<file path="src/rtl/sft_pkg.sv">
package sft_pkg;
  localparam logic [7:0] OPC_READ   = 8'h03;
  localparam logic [7:0] OPC_READ2  = 8'h3B;
  localparam logic [7:0] OPC_PROG   = 8'h02;
  localparam logic [7:0] OPC_PROG2  = 8'hA2;
  localparam logic [7:0] OPC_ERASE  = 8'h20;
  localparam logic [7:0] OPC_STATUS = 8'h05;

  typedef enum logic [2:0] {
    ST_IDLE, ST_CMD, ST_ADDR, ST_READ, ST_WRITE, ST_ERASE, ST_SKIP
  } frame_st_e;

  typedef enum logic [2:0] {
    K_NONE, K_READ, K_READ2, K_PROG, K_PROG2, K_ERASE, K_STATUS
  } op_kind_e;

  function automatic op_kind_e decode_op(input logic [7:0] opc);
    case (opc)
      OPC_READ:   return K_READ;
      OPC_READ2:  return K_READ2;
      OPC_PROG:   return K_PROG;
      OPC_PROG2:  return K_PROG2;
      OPC_ERASE:  return K_ERASE;
      OPC_STATUS: return K_STATUS;
      default:    return K_NONE;
    endcase
  endfunction
endpackage

</file>
<file path="src/rtl/sft_sync.sv">
module sft_sync #(
  parameter int              WIDTH   = 4,
  parameter int              STAGES  = 2,
  parameter logic [WIDTH-1:0] RST_VAL = '0
) (
  input  logic             clk,
  input  logic             rst_n,
  input  logic [WIDTH-1:0] d,
  output logic [WIDTH-1:0] q
);
  for (genvar g = 0; g < WIDTH; g++) begin : g_bit
    logic [STAGES-1:0] chain;
    always_ff @(posedge clk or negedge rst_n) begin
      if (!rst_n) chain <= {STAGES{RST_VAL[g]}};
      else        chain <= {chain[STAGES-2:0], d[g]};
    end
    assign q[g] = chain[STAGES-1];
  end
endmodule

</file>
<file path="src/rtl/sft_rx_shift.sv">
module sft_rx_shift #(
  parameter int W = 8
) (
  input  logic         clk,
  input  logic         rst_n,
  input  logic         clear,
  input  logic         step,
  input  logic         dual,
  input  logic         d_hi,
  input  logic         d_lo,
  output logic [W-1:0] byte_q,
  output logic         done
);
  localparam int CW = $clog2(W) + 1;

  logic [W-1:0]  sh;
  logic [CW-1:0] cnt;
  logic [W-1:0]  sh_n;
  logic [CW-1:0] cnt_n;

  assign sh_n  = dual ? {sh[W-3:0], d_hi, d_lo} : {sh[W-2:0], d_lo};
  assign cnt_n = cnt + (dual ? CW'(2) : CW'(1));

  always_ff @(posedge clk or negedge rst_n) begin
    if (!rst_n) begin
      sh     <= '0;
      cnt    <= '0;
      byte_q <= '0;
      done   <= 1'b0;
    end else begin
      done <= 1'b0;
      if (clear) begin
        cnt <= '0;
      end else if (step) begin
        sh <= sh_n;
        if (cnt_n >= CW'(W)) begin
          cnt    <= '0;
          byte_q <= sh_n;
          done   <= 1'b1;
        end else begin
          cnt <= cnt_n;
        end
      end
    end
  end
endmodule

</file>
<file path="src/rtl/sft_tx_shift.sv">
module sft_tx_shift #(
  parameter int W = 8
) (
  input  logic         clk,
  input  logic         rst_n,
  input  logic         clear,
  input  logic         step,
  input  logic         dual,
  input  logic [W-1:0] load_byte,
  output logic         take,
  output logic         out_hi,
  output logic         out_lo
);
  localparam int LW = $clog2(W);

  logic [W-1:0]  sh;
  logic [LW-1:0] left;

  always_ff @(posedge clk or negedge rst_n) begin
    if (!rst_n) begin
      sh     <= '0;
      left   <= '0;
      take   <= 1'b0;
      out_hi <= 1'b0;
      out_lo <= 1'b0;
    end else begin
      take <= 1'b0;
      if (clear) begin
        left   <= '0;
        out_hi <= 1'b0;
        out_lo <= 1'b0;
      end else if (step) begin
        if (left == '0) begin
          take <= 1'b1;
          if (dual) begin
            {out_hi, out_lo} <= load_byte[W-1:W-2];
            sh               <= load_byte << 2;
            left             <= LW'(W/2 - 1);
          end else begin
            out_hi <= load_byte[W-1];
            out_lo <= 1'b0;
            sh     <= load_byte << 1;
            left   <= LW'(W - 1);
          end
        end else begin
          if (dual) begin
            {out_hi, out_lo} <= sh[W-1:W-2];
            sh               <= sh << 2;
          end else begin
            out_hi <= sh[W-1];
            sh     <= sh << 1;
          end
          left <= left - 1'b1;
        end
      end
    end
  end
endmodule

</file>
<file path="src/rtl/sflash_target_fe.sv">
module sflash_target_fe
  import sft_pkg::*;
#(
  parameter int ADDR_W      = 24,
  parameter int SYNC_STAGES = 2
) (
  input  logic              clk,
  input  logic              rst_n,
  input  logic              spi_cs_n,
  input  logic              spi_sck,
  input  logic              spi_io0_i,
  output logic              spi_io0_o,
  output logic              spi_io0_oe,
  input  logic              spi_io1_i,
  output logic              spi_io1_o,
  output logic              spi_io1_oe,
  input  logic              wp_n,
  output logic              wp_active,
  input  logic              core_busy,
  output logic              standby,
  output logic              rd_en,
  output logic [ADDR_W-1:0] rd_addr,
  input  logic [7:0]        rd_data,
  output logic              wr_valid,
  input  logic              wr_ready,
  output logic [ADDR_W-1:0] wr_addr,
  output logic [7:0]        wr_data,
  output logic              op_start,
  output logic              op_erase,
  output logic [ADDR_W-1:0] op_addr
);
  localparam int ADDR_BYTES = ADDR_W / 8;
  localparam int AB_W       = (ADDR_BYTES > 1) ? $clog2(ADDR_BYTES) : 1;

  // pin sampling: {cs_n, sck, io1, io0}
  logic [3:0] pin_s;
  sft_sync #(.WIDTH(4), .STAGES(SYNC_STAGES), .RST_VAL(4'b1000)) i_sync (
    .clk(clk), .rst_n(rst_n),
    .d({spi_cs_n, spi_sck, spi_io1_i, spi_io0_i}),
    .q(pin_s)
  );

  logic s_cs, s_sck, s_io1, s_io0;
  assign {s_cs, s_sck, s_io1, s_io0} = pin_s;

  logic p_cs, p_sck;
  always_ff @(posedge clk or negedge rst_n) begin
    if (!rst_n) begin
      p_cs  <= 1'b1;
      p_sck <= 1'b0;
    end else begin
      p_cs  <= s_cs;
      p_sck <= s_sck;
    end
  end

  logic cs_fall, cs_rise, sck_rise, sck_fall;
  assign cs_fall  = p_cs & ~s_cs;
  assign cs_rise  = ~p_cs & s_cs;
  assign sck_rise = s_sck & ~p_sck & ~s_cs;
  assign sck_fall = ~s_sck & p_sck & ~s_cs;

  frame_st_e         state;
  op_kind_e          kind;
  logic [AB_W-1:0]   abyte;
  logic [ADDR_W-1:0] addr, base;
  logic              wrote, fetch_q, rd_pend;
  logic [7:0]        nxt_byte;
  logic [7:0]        status_byte;
  logic [ADDR_W-1:0] addr_shift;

  assign status_byte = {6'b0, ~wp_n, core_busy};

  // receive path
  logic       rx_done;
  logic [7:0] rx_byte;
  logic       rx_step, rx_clear, rx_dual;
  assign rx_step  = sck_rise && (state == ST_CMD || state == ST_ADDR || state == ST_WRITE);
  assign rx_clear = (state == ST_IDLE) || cs_fall;
  assign rx_dual  = (state == ST_WRITE) && (kind == K_PROG2);

  sft_rx_shift #(.W(8)) i_rx (
    .clk(clk), .rst_n(rst_n), .clear(rx_clear), .step(rx_step), .dual(rx_dual),
    .d_hi(s_io1), .d_lo(s_io0), .byte_q(rx_byte), .done(rx_done)
  );

  // transmit path
  logic tx_take, tx_hi, tx_lo, tx_clear, tx_step, tx_dual;
  assign tx_clear = (state != ST_READ);
  assign tx_step  = sck_fall && (state == ST_READ);
  assign tx_dual  = (kind == K_READ2);

  sft_tx_shift #(.W(8)) i_tx (
    .clk(clk), .rst_n(rst_n), .clear(tx_clear), .step(tx_step), .dual(tx_dual),
    .load_byte(nxt_byte), .take(tx_take), .out_hi(tx_hi), .out_lo(tx_lo)
  );

  assign addr_shift = {addr[ADDR_W-9:0], rx_byte};

  always_ff @(posedge clk or negedge rst_n) begin
    if (!rst_n) begin
      state    <= ST_IDLE;
      kind     <= K_NONE;
      abyte    <= '0;
      addr     <= '0;
      base     <= '0;
      wrote    <= 1'b0;
      fetch_q  <= 1'b0;
      rd_pend  <= 1'b0;
      nxt_byte <= '0;
      rd_en    <= 1'b0;
      rd_addr  <= '0;
      wr_valid <= 1'b0;
      wr_addr  <= '0;
      wr_data  <= '0;
      op_start <= 1'b0;
      op_erase <= 1'b0;
      op_addr  <= '0;
    end else begin
      rd_en    <= 1'b0;
      op_start <= 1'b0;
      fetch_q  <= 1'b0;
      rd_pend  <= rd_en;
      if (rd_pend) nxt_byte <= rd_data;
      if (wr_valid && wr_ready) wr_valid <= 1'b0;

      // keep one byte ready ahead of the shifter
      if (fetch_q || tx_take) begin
        if (kind == K_STATUS) begin
          nxt_byte <= status_byte;
        end else begin
          rd_en   <= 1'b1;
          rd_addr <= addr;
          addr    <= addr + ADDR_W'(1);
        end
      end

      if (cs_rise) begin
        state <= ST_IDLE;
        if ((state == ST_WRITE && wrote) || state == ST_ERASE) begin
          op_start <= 1'b1;
          op_erase <= (state == ST_ERASE);
          op_addr  <= base;
        end
      end else if (cs_fall) begin
        state <= ST_CMD;
        kind  <= K_NONE;
        abyte <= '0;
        wrote <= 1'b0;
      end else begin
        case (state)
          ST_CMD: if (rx_done) begin
            kind <= decode_op(rx_byte);
            case (decode_op(rx_byte))
              K_NONE:   state <= ST_SKIP;
              K_STATUS: begin state <= ST_READ; fetch_q <= 1'b1; end
              default:  state <= ST_ADDR;
            endcase
          end
          ST_ADDR: if (rx_done) begin
            addr  <= addr_shift;
            abyte <= abyte + 1'b1;
            if (abyte == AB_W'(ADDR_BYTES - 1)) begin
              base <= addr_shift;
              case (kind)
                K_READ, K_READ2: begin state <= ST_READ; fetch_q <= 1'b1; end
                K_PROG, K_PROG2: state <= ST_WRITE;
                K_ERASE:         state <= ST_ERASE;
                default:         state <= ST_SKIP;
              endcase
            end
          end
          ST_WRITE: if (rx_done) begin
            wr_valid <= 1'b1;
            wr_data  <= rx_byte;
            wr_addr  <= addr;
            addr     <= addr + ADDR_W'(1);
            wrote    <= 1'b1;
          end
          default: ;
        endcase
      end
    end
  end

  assign spi_io1_oe = (state == ST_READ) && !s_cs;
  assign spi_io0_oe = (state == ST_READ) && (kind == K_READ2) && !s_cs;
  assign spi_io1_o  = tx_hi;
  assign spi_io0_o  = tx_dual ? tx_lo : 1'b0;
  assign wp_active  = ~wp_n;
  assign standby    = s_cs && (state == ST_IDLE) && !op_start && !core_busy;
endmodule

</file>
<file path="config.mk">
export PLATFORM = sky130hd
export DESIGN_NAME = sflash_target_fe
export DESIGN_NICKNAME = d
export VERILOG_FILES = /design/src/rtl/sft_pkg.sv /design/src/rtl/sft_sync.sv /design/src/rtl/sft_rx_shift.sv /design/src/rtl/sft_tx_shift.sv /design/src/rtl/sflash_target_fe.sv
export SDC_FILE = /design/constraint.sdc
export NUM_CORES = 1
export LEC_CHECK = 0
export CORE_ASPECT_RATIO = 1.4
export CORE_UTILIZATION = 55
export DETAILED_ROUTE_END_ITERATION = 6
export DONT_BUFFER_PORTS = 1
export PLACE_DENSITY = 0.78
export SYNTH_ARGS = -nofsm -noshare
export SYNTH_HDL_FRONTEND = slang
export SYNTH_SLANG_ARGS = --single-unit
</file>
<file path="constraint.sdc">
create_clock -name clk -period 6.6 [get_ports clk]
set_input_delay 0.66 -clock clk [delete_from_list [all_inputs] [get_ports clk]]
set_output_delay 0.66 -clock clk [all_outputs]
set_load 0.01 [all_outputs]
</file>
==> impl_table.tex <==
\begin{tabular}{lr}
\hline
Metric & Value \\
\hline
\multicolumn{2}{l}{\textbf{Placed design}} \\
\quad Post-placement cell count & 1,002 \\
\quad Placement-stage worst setup slack & 2.93 ns \\
\quad Weighted congestion at the end of routability-driven global placement & 0.911 \\
\quad Post-detailed-placement half-perimeter wirelength & 13,300 um \\
\quad Buffers on Ports & 0 \\
\multicolumn{2}{l}{\textbf{Synthesis}} \\
\quad Register bit total from synthesis & 194 \\
\quad Async SR Flop Fraction & 1.00 \\
\quad Predominant post-synthesis flop cell & sky130\_fd\_sc\_hd\_\_dfrtp\_1 \\
\quad Mean cell area of the mapped netlist & 10.7 um2 \\
\quad Post-synthesis sequential area ratio & 0.533 \\
\quad Net Count, Synth & 876 \\
\quad Count of flip-flops with a built-in enable after synthesis & 0 \\
\quad Number of distinct standard cells referenced by the synthesized netlist & 67 \\
\quad Synthesized netlist cell count & 850 \\
\quad Cell Area, Synth & 9120 um2 \\
\quad Synth warnings & 0 \\
\multicolumn{2}{l}{\textbf{Detailed routing}} \\
\quad Detailed-route DRC error count & 0 \\
\quad Total vias in the final route & 6,421 \\
\quad Final Routed Wirelength & 20,100 um \\
\quad Final routed wire length divided by cell count & 19.4 um \\
\quad Vias/cell & 6.20 \\
\quad Number of detailed-route iterations in the first pass & 5 \\
\quad 1st-iter DRT viols & 442 \\
\quad Final antenna-violating net count & 0 \\
\multicolumn{2}{l}{\textbf{Cells and area}} \\
\quad Finished Core Util & 0.604 \\
\quad Count of inserted antenna diode cells & 0 \\
\quad Proportion of layout cells with a drive suffix above 1 & 0.179 \\
\quad Total number of nets in the final design & 849 \\
\quad Number of filler cells placed in the layout & 1,293 \\
\quad Layout overhead on the synthesized area & 7.13\% \\
\quad Non-filler instance count after layout & 1,035 \\
\multicolumn{2}{l}{\textbf{Clock network}} \\
\quad Total number of clock tree sinks & 194 \\
\quad Post-CTS sizing & 0 \\
\quad Number of hold-repair buffers added at the cts stage & 1 \\
\quad Setup Fix Bufs, Post-CTS & 0 \\
\quad Count of H-tree levels built during CTS & 4 \\
\quad CTS tree & done \\
\quad Inserted Clock Buffers & 17 \\
\quad Clock edge transition at the registers on the reported setup and hold paths & 0.07 ns \\
\quad Master cell of the clock root buffer & sky130\_fd\_sc\_hd\_\_clkbuf\_16 \\
\quad Clock insertion delay at the later pin of the skew report & 0.43 ns \\
\quad Maximum buffer depth of the clock tree & 2 \\
\multicolumn{2}{l}{\textbf{Hold path}} \\
\quad Worst hold path type & input port to asynchronous set/reset pin \\
\multicolumn{2}{l}{\textbf{Critical path}} \\
\quad Req. time, crit path & 6.92 ns \\
\quad Kind of critical path & flop to flop \\
\quad Worst setup EP type & flop \\
\quad Arrival time worst endpoint & 4.02 ns \\
\quad Maximum net fanout on the critical path & 16 \\
\quad Kind of launch point of the worst setup path & flop \\
\multicolumn{2}{l}{\textbf{Floorplanning}} \\
\quad Core Footprint & 16,200 um2 \\
\quad DIE HEIGHT & 154 um \\
\quad Site Rows & 55 \\
\quad Number of primary I/O pins & 107 \\
\quad DIE WIDTH & 111 um \\
\quad Initial Util & 0.564 \\
\quad Total Die Area & 17,100 um2 \\
\multicolumn{2}{l}{\textbf{Global routing}} \\
\quad Number of antenna violations at the first check in global routing & 0 \\
\quad Vias in the first global route & 6,439 \\
\quad Remaining global-route overflow & 0 \\
\quad GRT Resource Usage Total & 0.247 \\
\quad Wire length of the first global-routing pass & 33,200 um \\
\quad Maximum number of pins on one net before global-route repair & 192 \\
\multicolumn{2}{l}{\textbf{Outcome}} \\
\quad Status & complete, no violations \\
\multicolumn{2}{l}{\textbf{Timing}} \\
\quad Max Clock Skew & 0.00667 ns \\
\quad Max-slew violation count & 0 \\
\quad Count of endpoints failing setup in the final report & 0 \\
\quad Max Freq & 0.270 GHz \\
\quad Final clock period utilization by the worst path & 0.561 \\
\quad RSZ-0062 raised after global routing & false \\
\quad PnR worst setup slack & 2.90 ns \\
\quad Worst-Margin Slew & 1.09 ns \\
\quad Total negative setup slack & 0 ns \\
\quad Post-layout min period & 3.70 ns \\
\quad Final number of hold-violating endpoints & 0 \\
\quad Relative slew slack & 0.276 \\
\multicolumn{2}{l}{\textbf{Power}} \\
\quad Leakage & 4.55 nW \\
\quad Worst IR Drop VDD & 0.177 mV \\
\quad Power Dens Cells & 271 nW/um2 \\
\quad Design Power & 2.65 mW \\
\multicolumn{2}{l}{\textbf{Job}} \\
\quad Max-cap violation count & 0 \\
\hline
\end{tabular}
## sequential cells by signal (all words and copies together) (netlist names), 8 cells and up
name	cells
wr_data	8
op_addr	24
i_sync.g_bit.chain	8
wr_addr	24
base	24
i_rx.byte_q	8
rd_addr	24
nxt_byte	8
addr	24
## cells by family after synthesis
logic type,after synthesis,share of synthesized area
adder cells (fa/ha/maj),9,0.0132
AND/OR/NAND/NOR,270,0.144
flip-flops,194,0.533
buffers and inverters,77,0.0369
AO/OA/AOI/OAI,162,0.107
multiplexers,107,0.136
XOR/XNOR,31,0.0298
## final timing paths
kind                       cells after the start                      from                        to  slack, ns
hold / removal                                 0                     rst_n                      p_cs       0.07
max in group asynchronous                      1                     rst_n               op_addr[19]       5.64
setup / recovery                              10                  state[1]            i_rx.byte_q[0]       2.90
setup reg to reg                              10                  state[1]            i_rx.byte_q[0]       2.90
min in group clk                               0                  spi_cs_n  i_sync.g_bit[3].chain[0]       0.22
hold reg to reg                                0  i_sync.g_bit[1].chain[0]  i_sync.g_bit[1].chain[1]       0.35
## synthesized netlist by cell type (4+ instances only)
master	n	area share
sky130_fd_sc_hd__nand2_1	116	0.048
sky130_fd_sc_hd__clkbuf_1	24	0.0099
sky130_fd_sc_hd__ha_1	8	0.011
sky130_fd_sc_hd__o31ai_1	7	0.0058
sky130_fd_sc_hd__mux2_2	85	0.10
sky130_fd_sc_hd__nand2b_1	10	0.0069
sky130_fd_sc_hd__and2_1	4	0.0027
sky130_fd_sc_hd__nand3_1	10	0.0055
sky130_fd_sc_hd__nor2_1	63	0.026
sky130_fd_sc_hd__o21ai_0	49	0.027
sky130_fd_sc_hd__xor2_1	10	0.0096
sky130_fd_sc_hd__mux2i_1	17	0.019
sky130_fd_sc_hd__buf_2	23	0.013
sky130_fd_sc_hd__a22oi_1	8	0.0066
sky130_fd_sc_hd__or3_1	6	0.0041
sky130_fd_sc_hd__xnor2_1	21	0.020
sky130_fd_sc_hd__o22ai_1	8	0.0055
sky130_fd_sc_hd__nand4_1	9	0.0062
sky130_fd_sc_hd__nor2b_1	5	0.0034
sky130_fd_sc_hd__and3_1	6	0.0041
sky130_fd_sc_hd__dfrtp_1	191	0.52
sky130_fd_sc_hd__a21oi_1	52	0.029
sky130_fd_sc_hd__mux4_2	5	0.012
sky130_fd_sc_hd__nor3_1	12	0.0066
sky130_fd_sc_hd__inv_1	22	0.0091
sky130_fd_sc_hd__nor4_1	4	0.0027
sky130_fd_sc_hd__a31oi_1	7	0.0048
## layout make-up
cell class | count | area [um2] | area share
timing repair buffer | 8 | 80.1 | 0.00819
sequential | 194 | 4860 | 0.497
tap | 199 | 249 | 0.0255
inverter | 23 | 86.3 | 0.00883
clock buffer | 21 | 460 | 0.0471
clock inverter | 11 | 95.1 | 0.00973
multi-input combinational | 579 | 3940 | 0.404
## metal layers
layer / track usage / part of all wire
met5: 0 / 0
met4: 0.121 / 0.035
met3: 0.0549 / 0.061
met2: 0.409 / 0.50
met1: 0.306 / 0.41
## where the power goes
group          internal (mW)  switching [mW]  leakage (nW)  total [mW]
Sequential              1.26          0.0911          2.65        1.35
Combinational          0.129           0.195          1.63       0.324
Clock                  0.513           0.463         0.269       0.976
Total                   1.90           0.750          4.55        2.65
## through the flow
| step | hold WS, ns | area [um2] |
|---|---|---|
| after global routing | 0.0443 | 9770 |
| after global placement | 0.334 | 9190 |
| after floorplan | 0.331 | 9120 |
| final | 0.0660 | 9770 |
| after detailed placement | 0.336 | 9190 |
| after CTS | 0.0519 | 9770 |
## worst max-delay path, stage by stage (launching register included)
cell,delay [ns]
sky130_fd_sc_hd__dfrtp_1,0.52
sky130_fd_sc_hd__nand2b_1,0.29
sky130_fd_sc_hd__nand2b_1,0.29
sky130_fd_sc_hd__or3_1,0.62
sky130_fd_sc_hd__inv_1,0.13
sky130_fd_sc_hd__ha_1,0.23
sky130_fd_sc_hd__a21oi_1,0.13
sky130_fd_sc_hd__nor2_1,0.06
sky130_fd_sc_hd__xnor2_1,0.17
sky130_fd_sc_hd__nor2b_1,0.74
sky130_fd_sc_hd__mux2_2,0.41
## cells in the final DEF, fill, tap and decap left out, types with 8 or more instances in the layout
master	n
sky130_fd_sc_hd__dfrtp_1	191
sky130_fd_sc_hd__nand2_1	116
sky130_fd_sc_hd__mux2_2	85
sky130_fd_sc_hd__nor2_1	62
sky130_fd_sc_hd__a21oi_1	52
sky130_fd_sc_hd__o21ai_0	49
sky130_fd_sc_hd__inv_1	22
sky130_fd_sc_hd__xnor2_1	21
sky130_fd_sc_hd__mux2i_1	17
sky130_fd_sc_hd__clkbuf_16	17
sky130_fd_sc_hd__nor3_1	12
sky130_fd_sc_hd__nand3_1	10
sky130_fd_sc_hd__xor2_1	10
sky130_fd_sc_hd__nand2b_1	10
sky130_fd_sc_hd__nand4_1	9
sky130_fd_sc_hd__o22ai_1	8
sky130_fd_sc_hd__a22oi_1	8
sky130_fd_sc_hd__ha_1	8
(Power assumes the default switching activity.)
